**config.mk**
```make
export PLATFORM = sky130hd
export DESIGN_NAME = tx_stage_top
export DESIGN_NICKNAME = d
export VERILOG_FILES = /design/src/rtl/tx_stage_pkg.sv /design/src/rtl/tx_byte_fifo.sv /design/src/rtl/tx_drain_ctrl.sv /design/src/rtl/tx_stage_top.sv
export SDC_FILE = /design/constraint.sdc
export NUM_CORES = 2
export LEC_CHECK = 0
export BUFFER_PORTS_ARGS = -buffer_cell sky130_fd_sc_hd__buf_4
export CORE_AREA = 2 2 378 380
export DETAILED_ROUTE_END_ITERATION = 10
export DIE_AREA = 0 0 380 382
export SLEW_MARGIN = 20
export SYNTH_ARGS = -nofsm -noshare
export SYNTH_HDL_FRONTEND = slang
export SYNTH_SLANG_ARGS = --single-unit
```
**constraint.sdc**
```tcl
create_clock -name clk -period 7.6 [get_ports clk]
set_input_delay 0.76 -clock clk [delete_from_list [all_inputs] [get_ports clk]]
set_output_delay 0.76 -clock clk [all_outputs]
set_load 0.01 [all_outputs]
```
**src/rtl/tx_stage_pkg.sv**
```systemverilog
package tx_stage_pkg;
  localparam int NCH = 2;
  localparam int CHW = 1;

  localparam logic [3:0] A_CTRL  = 4'd0;
  localparam logic [3:0] A_SEL   = 4'd1;
  localparam logic [3:0] A_DATA  = 4'd2;
  localparam logic [3:0] A_LEN0  = 4'd3;
  localparam logic [3:0] A_GO0   = 4'd5;
  localparam logic [3:0] A_IEN   = 4'd7;
  localparam logic [3:0] A_ISTAT = 4'd8;
endpackage

```
**src/rtl/tx_byte_fifo.sv**
```systemverilog
module tx_byte_fifo #(
  parameter int DEPTH = 64,
  localparam int AW = $clog2(DEPTH),
  localparam int CW = $clog2(DEPTH + 1)
) (
  input  logic          clk,
  input  logic          rst_n,
  input  logic          push,
  input  logic [31:0]   wdata,
  input  logic          pop,
  input  logic          clear,
  output logic [7:0]    head,
  output logic [CW-1:0] count
);
  logic [7:0]    mem [DEPTH];
  logic [AW-1:0] wptr, rptr;
  logic [CW-1:0] cnt;
  logic [CW:0]   free_b;
  logic          push_ok;

  assign free_b  = (CW+1)'(DEPTH) - {1'b0, cnt};
  assign push_ok = push && (free_b >= (CW+1)'(4));

  always_ff @(posedge clk) begin
    if (push_ok && !clear) begin
      for (int k = 0; k < 4; k++) mem[wptr + AW'(k)] <= wdata[8*k +: 8];
    end
  end

  always_ff @(posedge clk or negedge rst_n) begin
    if (!rst_n) begin
      wptr <= '0;
      rptr <= '0;
      cnt  <= '0;
    end else if (clear) begin
      wptr <= '0;
      rptr <= '0;
      cnt  <= '0;
    end else begin
      if (push_ok) wptr <= wptr + AW'(4);
      if (pop)     rptr <= rptr + AW'(1);
      cnt <= cnt + (push_ok ? CW'(4) : CW'(0)) - CW'(pop);
    end
  end

  assign head  = mem[rptr];
  assign count = cnt;

  // occupancy never passes capacity
  a_r3_count_bound: assert property (@(posedge clk) disable iff (!rst_n)
    cnt <= CW'(DEPTH));
  // a write into a nearly full FIFO leaves it unchanged
  a_r3_drop_full: assert property (@(posedge clk) disable iff (!rst_n)
    (push && free_b < 4 && !pop && !clear) |=> count == $past(count));
  // bytes are only taken from a non-empty FIFO
  a_r9_pop_nonempty: assert property (@(posedge clk) disable iff (!rst_n)
    pop |-> cnt != '0);
endmodule

```
**src/rtl/tx_drain_ctrl.sv**
```systemverilog
module tx_drain_ctrl #(
  parameter int NCH = 2,
  parameter int CW  = 7,
  localparam int CHW = (NCH > 1) ? $clog2(NCH) : 1
) (
  input  logic                    clk,
  input  logic                    rst_n,
  input  logic [NCH-1:0]          go,
  input  logic [NCH-1:0][CW-1:0]  go_len,
  input  logic                    xfer,
  output logic                    busy,
  output logic [CHW-1:0]          act,
  output logic                    last,
  output logic [NCH-1:0]          done
);
  logic [NCH-1:0]         pend;
  logic [NCH-1:0][CW-1:0] plen;
  logic [NCH-1:0]         accept;
  logic [CW-1:0]          remain;
  logic                   busy_q;
  logic [CHW-1:0]         act_q;
  logic                   found;
  logic [CHW-1:0]         pick;

  always_comb begin
    found = 1'b0;
    pick  = '0;
    for (int c = NCH - 1; c >= 0; c--) begin
      accept[c] = go[c] && !pend[c] && !(busy_q && act_q == CHW'(c)) && go_len[c] != '0;
      if (pend[c]) begin
        found = 1'b1;
        pick  = CHW'(c);
      end
    end
  end

  always_ff @(posedge clk or negedge rst_n) begin
    if (!rst_n) begin
      pend   <= '0;
      plen   <= '0;
      remain <= '0;
      busy_q <= 1'b0;
      act_q  <= '0;
    end else begin
      if (busy_q) begin
        if (xfer) begin
          remain <= remain - CW'(1);
          if (remain == CW'(1)) busy_q <= 1'b0;
        end
      end else if (found) begin
        busy_q     <= 1'b1;
        act_q      <= pick;
        remain     <= plen[pick];
        pend[pick] <= 1'b0;
      end
      for (int c = 0; c < NCH; c++) begin
        if (accept[c]) begin
          pend[c] <= 1'b1;
          plen[c] <= go_len[c];
        end
      end
    end
  end

  assign busy = busy_q;
  assign act  = act_q;
  assign last = busy_q && remain == CW'(1);

  always_comb begin
    for (int c = 0; c < NCH; c++)
      done[c] = busy_q && xfer && remain == CW'(1) && act_q == CHW'(c);
  end

  // a stalled frame keeps its channel and its byte count
  a_r10_hold: assert property (@(posedge clk) disable iff (!rst_n)
    (busy_q && !xfer) |=> busy_q && $stable(act_q) && $stable(remain));
  // a frame never begins with nothing to send
  a_r6_nonzero: assert property (@(posedge clk) disable iff (!rst_n)
    $rose(busy_q) |-> remain != '0);
endmodule

```
**src/rtl/tx_stage_top.sv**
```systemverilog
module tx_stage_top #(
  parameter int DEPTH = 64
) (
  input  logic        clk,
  input  logic        rst_n,
  input  logic        wr_en,
  input  logic [3:0]  wr_addr,
  input  logic [31:0] wr_data,
  output logic [7:0]  out_data,
  output logic        out_valid,
  output logic        out_last,
  input  logic        out_ready,
  output logic        irq,
  output logic [1:0]  irq_status
);
  import tx_stage_pkg::*;
  localparam int CW = $clog2(DEPTH + 1);

  logic                   tx_en;
  logic [CHW-1:0]         sel;
  logic [NCH-1:0]         ien, ista;
  logic [NCH-1:0][CW-1:0] len_q, cnt, slen;
  logic [NCH-1:0][7:0]    head;
  logic [NCH-1:0]         go, done;
  logic                   busy, last, xfer;
  logic [CHW-1:0]         act;

  assign xfer = busy && out_ready;

  always_ff @(posedge clk or negedge rst_n) begin
    if (!rst_n) begin
      tx_en <= 1'b0;
      sel   <= '0;
      ien   <= '0;
      ista  <= '0;
    end else begin
      if (wr_en && wr_addr == A_CTRL) tx_en <= wr_data[0];
      if (wr_en && wr_addr == A_SEL)
        sel <= (wr_data < 32'(NCH)) ? wr_data[CHW-1:0] : '0;
      if (wr_en && wr_addr == A_IEN) ien <= wr_data[NCH-1:0];
      ista <= (ista & ~((wr_en && wr_addr == A_ISTAT) ? wr_data[NCH-1:0] : '0)) | done;
    end
  end

  for (genvar c = 0; c < NCH; c++) begin : g_ch
    always_ff @(posedge clk or negedge rst_n) begin
      if (!rst_n) len_q[c] <= '0;
      else if (done[c]) len_q[c] <= '0;
      else if (wr_en && wr_addr == A_LEN0 + 4'(c))
        len_q[c] <= (wr_data > 32'(DEPTH)) ? CW'(DEPTH) : CW'(wr_data);
    end

    assign slen[c] = (len_q[c] < cnt[c]) ? len_q[c] : cnt[c];
    assign go[c]   = wr_en && wr_addr == A_GO0 + 4'(c) && wr_data[0] && tx_en;

    tx_byte_fifo #(.DEPTH(DEPTH)) u_fifo (
      .clk   (clk),
      .rst_n (rst_n),
      .push  (wr_en && wr_addr == A_DATA && sel == CHW'(c)),
      .wdata (wr_data),
      .pop   (xfer && act == CHW'(c)),
      .clear (done[c]),
      .head  (head[c]),
      .count (cnt[c])
    );

    // completion sets the channel's status bit
    a_r7_status_set: assert property (@(posedge clk) disable iff (!rst_n)
      done[c] |=> ista[c]);
    // completion empties the channel's FIFO
    a_r7_fifo_empty: assert property (@(posedge clk) disable iff (!rst_n)
      done[c] |=> cnt[c] == '0);
    // a write-one clear without a new completion drops the bit
    a_r8_w1c: assert property (@(posedge clk) disable iff (!rst_n)
      (wr_en && wr_addr == A_ISTAT && wr_data[c] && !done[c]) |=> !ista[c]);
  end

  tx_drain_ctrl #(.NCH(NCH), .CW(CW)) u_ctrl (
    .clk    (clk),
    .rst_n  (rst_n),
    .go     (go),
    .go_len (slen),
    .xfer   (xfer),
    .busy   (busy),
    .act    (act),
    .last   (last),
    .done   (done)
  );

  assign out_valid  = busy;
  assign out_data   = head[act];
  assign out_last   = last;
  assign irq        = |(ista & ien);
  assign irq_status = ista;

  // no status, no interrupt
  a_r8_quiet: assert property (@(posedge clk) disable iff (!rst_n)
    (ista == '0) |-> !irq);
  // a stalled byte stays on the bus unchanged
  a_r9_stall_hold: assert property (@(posedge clk) disable iff (!rst_n)
    (out_valid && !out_ready) |=> out_valid && $stable(out_data) && $stable(out_last));
endmodule

```
==> results by stage <==
Status:
- The run finished with clean final reports.

Yosys:
- The synthesized netlist occupies a cell area of 55960 sq um.
- The post-synthesis cell count is 3757.
- The post-synthesis register bit count is 1103.
- The count of flip-flops with a built-in enable after synthesis is 1024.
- During synthesis, Yosys emitted a total of 0 warnings.
- The number of nets produced by synthesis is 3837.
- Sequential elements use 58.48% of the synthesized area.
- The fraction of synthesis flops using an asynchronous set or reset pin is 7.162%.
- The number of unique standard cell types used by synthesis is 69.
- Among all flip-flop cells after synthesis, the most frequent one is sky130_fd_sc_hd__edfxtp_1.
- The average size of a mapped cell is 14.89 sq um.

Pwr:
- The share of total power dissipated in sequential elements is 40.5%.
- The design internal power is 12.15 mW.
- Across the VDD grid, the largest voltage drop is 223.6 uV.
- The net switching power is 5.536 mW.
- The net switching share of the total power is 31.30%.
- Per report_power, the clock group accounts for 33.5% of the total.
- The power density normalized to cell area is 292.4 nW/um^2.
- In this run the static leakage power is 20.61 nW.
- The relative contribution of combinational cells to total power is 26.0%.

Layout:
- The final core area utilization is 42.94%.
- The number of antenna diodes in the final layout is 0.
- The most common library cell in the layout ignoring fill and taps is sky130_fd_sc_hd__edfxtp_1.
- Summing all multi-input logic gate instances after layout gives 20080 sq um.
- Of the cells placed in the final design, the portion with a size suffix greater than 1 is 37.46%.
- The filler cell count is 12627.
- From synthesis to final layout, the design area changed by 8.123%.
- Leaving out fill and tap cells, the most frequent cells in the layout are 1024 x sky130_fd_sc_hd__edfxtp_1, 670 x sky130_fd_sc_hd__mux2_2, 198 x sky130_fd_sc_hd__mux2i_1, 192 x sky130_fd_sc_hd__mux4_2, 127 x sky130_fd_sc_hd__nor2_1.
- Registers take 32740 sq um.
- The final net count is 3431.

CTS:
- Clock tree synthesis selected as its root buffer the cell sky130_fd_sc_hd__clkbuf_16.
- The clock input transition at the sequential cells of the worst setup and hold paths is 0.06 ns.
- In this run the number of H-tree levels came out at 3.
- The number of clock sinks is 1103.
- No sink is reached through more buffers than the 3 on the longest clock path.
- The total setup buffers inserted after CTS is 0.
- The latest clock arrival within the worst-skew pair is 0.72 ns.
- Buffers inserted during clock tree synthesis total 117.
- TritonCTS built the clock tree.
- Once the clock tree was built, the resizer swapped 0 gates to a different size.

Setup path:
- The critical path's top delay family is simple AND/OR/NAND/NOR gates.
- The signal on the critical path passes through buf_4 > mux4_2 > mux2i_1 > o21ai_0 > nand4_1 > nor2_1 > buf_4.
- The source of the critical timing path is g_ch[0].u_fifo.rptr[0]$_DFFE_PN0P_.
- At the worst endpoint, the arrival time is 4.84 ns.
- By startpoint and endpoint, the worst setup path is classified as reg2out.
- Data on the critical path is required at its endpoint by 6.84 ns.
- The endpoint class of the critical path is an output pin.
- The launch point of the worst reg-to-reg path is u_ctrl.act$_DFFE_PN0P_.
- The worst setup path is launched from a flop.
- Together, buffers and inverters on the worst path number 2.
- In this run the worst path has a maximum fanout of 31.
- The dominant cell type by count on the critical path is sky130_fd_sc_hd__buf_4.
- The delay of the slowest critical-path stage is 0.88 ns.
- The library cell contributing the largest single delay on the critical path is sky130_fd_sc_hd__dfrtp_4.

Placement:
- The last weighted congestion value of the routability-driven placer is 0.8666.
- Prior to clock tree synthesis, the placed netlist has a worst setup slack of 2.801 ns.
- The count of buffers added on input and output ports is 52.
- The placed wire-length estimate after detailed placement is 93850 um.

Floorplan:
- The initial standard-cell utilization of the core is 39.72%.
- The die covers 145200 sq um.
- Measured along the x axis, the die boundary spans 380 um.
- The die is 382 um tall.
- The core region is 140900 sq um.
- The initialized floorplan defines 138 standard-cell rows.
- The count of pins on the block boundary is 53.

STA:
- The final worst clock skew is 0.03220 ns.
- The final worst-path setup slack is 1.997 ns.
- The hold violation total from the final report came to 0.
- Setup violations remaining at the end of the flow were counted as 0.
- The final hold slack is 0.4248 ns.
- The final worst-path cycle share is 73.73%.
- The shortest period the worst path allows is 5.603 ns.
- The setup TNS after final layout is 0 ns.
- The slew at the pin closest to its max-slew limit is 1.083 ns.
- The count of final max-slew check failures was 0.
- The worst relative slew slack is 27.75%.
- Derived from the worst setup path, the maximum achievable clock frequency is 0.1785 GHz.
- Setup repair after global routing left no endpoint under its margin.

Routing:
- The routed via count is 31384.
- Using the TritonRoute via totals, the vias-per-cell ratio works out to 5.873.
- For this run, design rule violations remaining after detail routing come to 0.
- The average wire length per cell after detail routing is 30.34 um.
- The total length of routed wires is 162100 um.
- In this run the remaining antenna-violating nets after routing total 0.
- For this block, the initial DRC count from the detailed router was 4154.
- Before antenna repair, the detailed router went through 6 iterations.

Job:
- The tool flagged a number of max-cap violations equal to 0.

Worst hold path:
- The launch point of the worst hold path is wr_addr[0].
- The worst hold-check path type is in2reg.

Global routing:
- Entering global routing, the biggest net connects 86 pins.
- The total overflow left after global routing is 0.
- The initial antenna violation count is 12.
- The number of global-route vias before repair came to 31025.
- In the global route stage, overall resource usage came out at 21.95%.
- The first global-routing pass estimated 231500 um of wire.
==> final cells by class <==
class,instances,area share (%)
clock buffers,150,5.319
inverters,104,0.6452
multi-input cells,1897,33.19
clock inverters,72,1.168
well taps,1890,3.908
flip-flops and latches,1103,54.12
repair buffers,128,1.654
==> flip-flops by register name, indices dropped and copies added, names as in the netlist <==
register and count:
len_q 14, g_ch.u_fifo.count 14, u_ctrl.act 1, sel 1
irq_status 2, g_ch.u_fifo.mem 1024, g_ch.u_fifo.wptr 8, u_ctrl.busy 1
tx_en 1, u_ctrl.plen 14, ien 2, u_ctrl.pend 2
u_ctrl.remain 7, g_ch.u_fifo.rptr 12
==> Yosys cell counts, types with 5 or more instances <==
cell type	number	area [sq um]
sky130_fd_sc_hd__a211oi_1	66	495.5
sky130_fd_sc_hd__a21o_1	11	82.58
sky130_fd_sc_hd__a21oi_1	23	115.1
sky130_fd_sc_hd__a22o_1	15	131.4
sky130_fd_sc_hd__a22oi_1	5	37.54
sky130_fd_sc_hd__buf_1	16	60.06
sky130_fd_sc_hd__buf_2	61	305.3
sky130_fd_sc_hd__buf_4	35	262.8
sky130_fd_sc_hd__buf_6	12	135.1
sky130_fd_sc_hd__buf_8	5	75.07
sky130_fd_sc_hd__clkbuf_1	524	1967
sky130_fd_sc_hd__dfrtp_1	79	1977
sky130_fd_sc_hd__edfxtp_1	1024	30750
sky130_fd_sc_hd__ha_1	38	475.5
sky130_fd_sc_hd__inv_1	95	356.6
sky130_fd_sc_hd__inv_2	9	33.78
sky130_fd_sc_hd__mux2_1	36	405.4
sky130_fd_sc_hd__mux2_2	670	7545
sky130_fd_sc_hd__mux2_4	80	1201
sky130_fd_sc_hd__mux2i_1	198	1982
sky130_fd_sc_hd__mux4_2	192	4324
sky130_fd_sc_hd__nand2_1	68	255.2
sky130_fd_sc_hd__nand2b_1	11	68.82
sky130_fd_sc_hd__nand3_1	20	100.1
sky130_fd_sc_hd__nand3b_1	7	52.55
sky130_fd_sc_hd__nand4_1	25	156.4
sky130_fd_sc_hd__nor2_1	131	491.7
sky130_fd_sc_hd__nor2b_1	12	75.07
sky130_fd_sc_hd__nor3_1	13	65.06
sky130_fd_sc_hd__nor4_1	5	31.28
sky130_fd_sc_hd__nor4_4	10	212.7
sky130_fd_sc_hd__o211ai_1	9	67.56
sky130_fd_sc_hd__o21ai_0	86	430.4
sky130_fd_sc_hd__o22ai_1	62	387.9
sky130_fd_sc_hd__or2_2	11	68.82
sky130_fd_sc_hd__or3_1	18	112.6
sky130_fd_sc_hd__or4_1	7	52.55
sky130_fd_sc_hd__xnor2_1	5	43.79
sky130_fd_sc_hd__xor2_1	11	96.34
==> worst min-delay path, stage by stage <==
cell,delay (ns)
sky130_fd_sc_hd__buf_4,0.14
sky130_fd_sc_hd__a31oi_1,0.14
sky130_fd_sc_hd__nor3_1,0.07
==> through the flow <==
stage	instances	area, sq um	total power, mW
detailed placement	5121	56560	11.89
global route	5344	60510	18.31
floorplan	3757	55960	10.25
global placement	5121	56550	11.88
finish	5344	60510	17.69
CTS	5344	60490	17.77
==> final timing paths <==
check,end,slack [ns],depth (start not counted)
worst max-delay path,out_data[0],2.00,7
worst min-delay path,len_q[6]$_DFFE_PN0P_,0.42,3
worst max register to register,g_ch[1].u_fifo.mem[23][5]$_DFFE_PP_,2.92,7
worst min register to register,u_ctrl.plen[6]$_DFFE_PN0P_,0.50,2
max in group asynchronous,g_ch[1].u_fifo.rptr[1]$_DFFE_PN0P_,5.91,3
min in group asynchronous,g_ch[0].u_fifo.count[4]$_DFF_PN0_,0.53,2
==> repair_timing <==
| action | 4_1_cts | 5_1_grt |
|---|---|---|
| hold buffers | 1 | 0 |
| endpoints found under the hold margin | 27 | 0 |
| setup endpoints to repair | 0 | 0 |
==> power by group through the flow <==
stage	sequential, mW	combinational (mW)	clock (mW)
6_report	7.16	4.61	5.92
5_1_grt	7.20	4.89	6.22
4_1_cts	7.17	4.61	5.99
3_5_place_dp	7.29	4.59	0
3_3_place_gp	7.29	4.60	0
2_1_floorplan	6.98	3.27	0
==> per-layer routing <==
metal	global-route usage (%)	wire (um)
met1	31.06	68950
met2	34.72	75060
met3	3.143	12460
met4	7.525	5622
met5	0	30
==> cell families after synthesis <==
| kind of cell | Yosys count | share of synthesized area (%) |
|---|---|---|
| AOI/OAI and AO/OA | 306 | 3.569 |
| and+or+nand+nor | 359 | 3.446 |
| buffers and inverters | 757 | 5.710 |
| muxes | 1176 | 27.62 |
| DFF | 1103 | 58.48 |
| xor gates and xnor gates | 16 | 0.2504 |
| adders and majority gates | 40 | 0.9212 |
(Power assumes the default switching activity.)
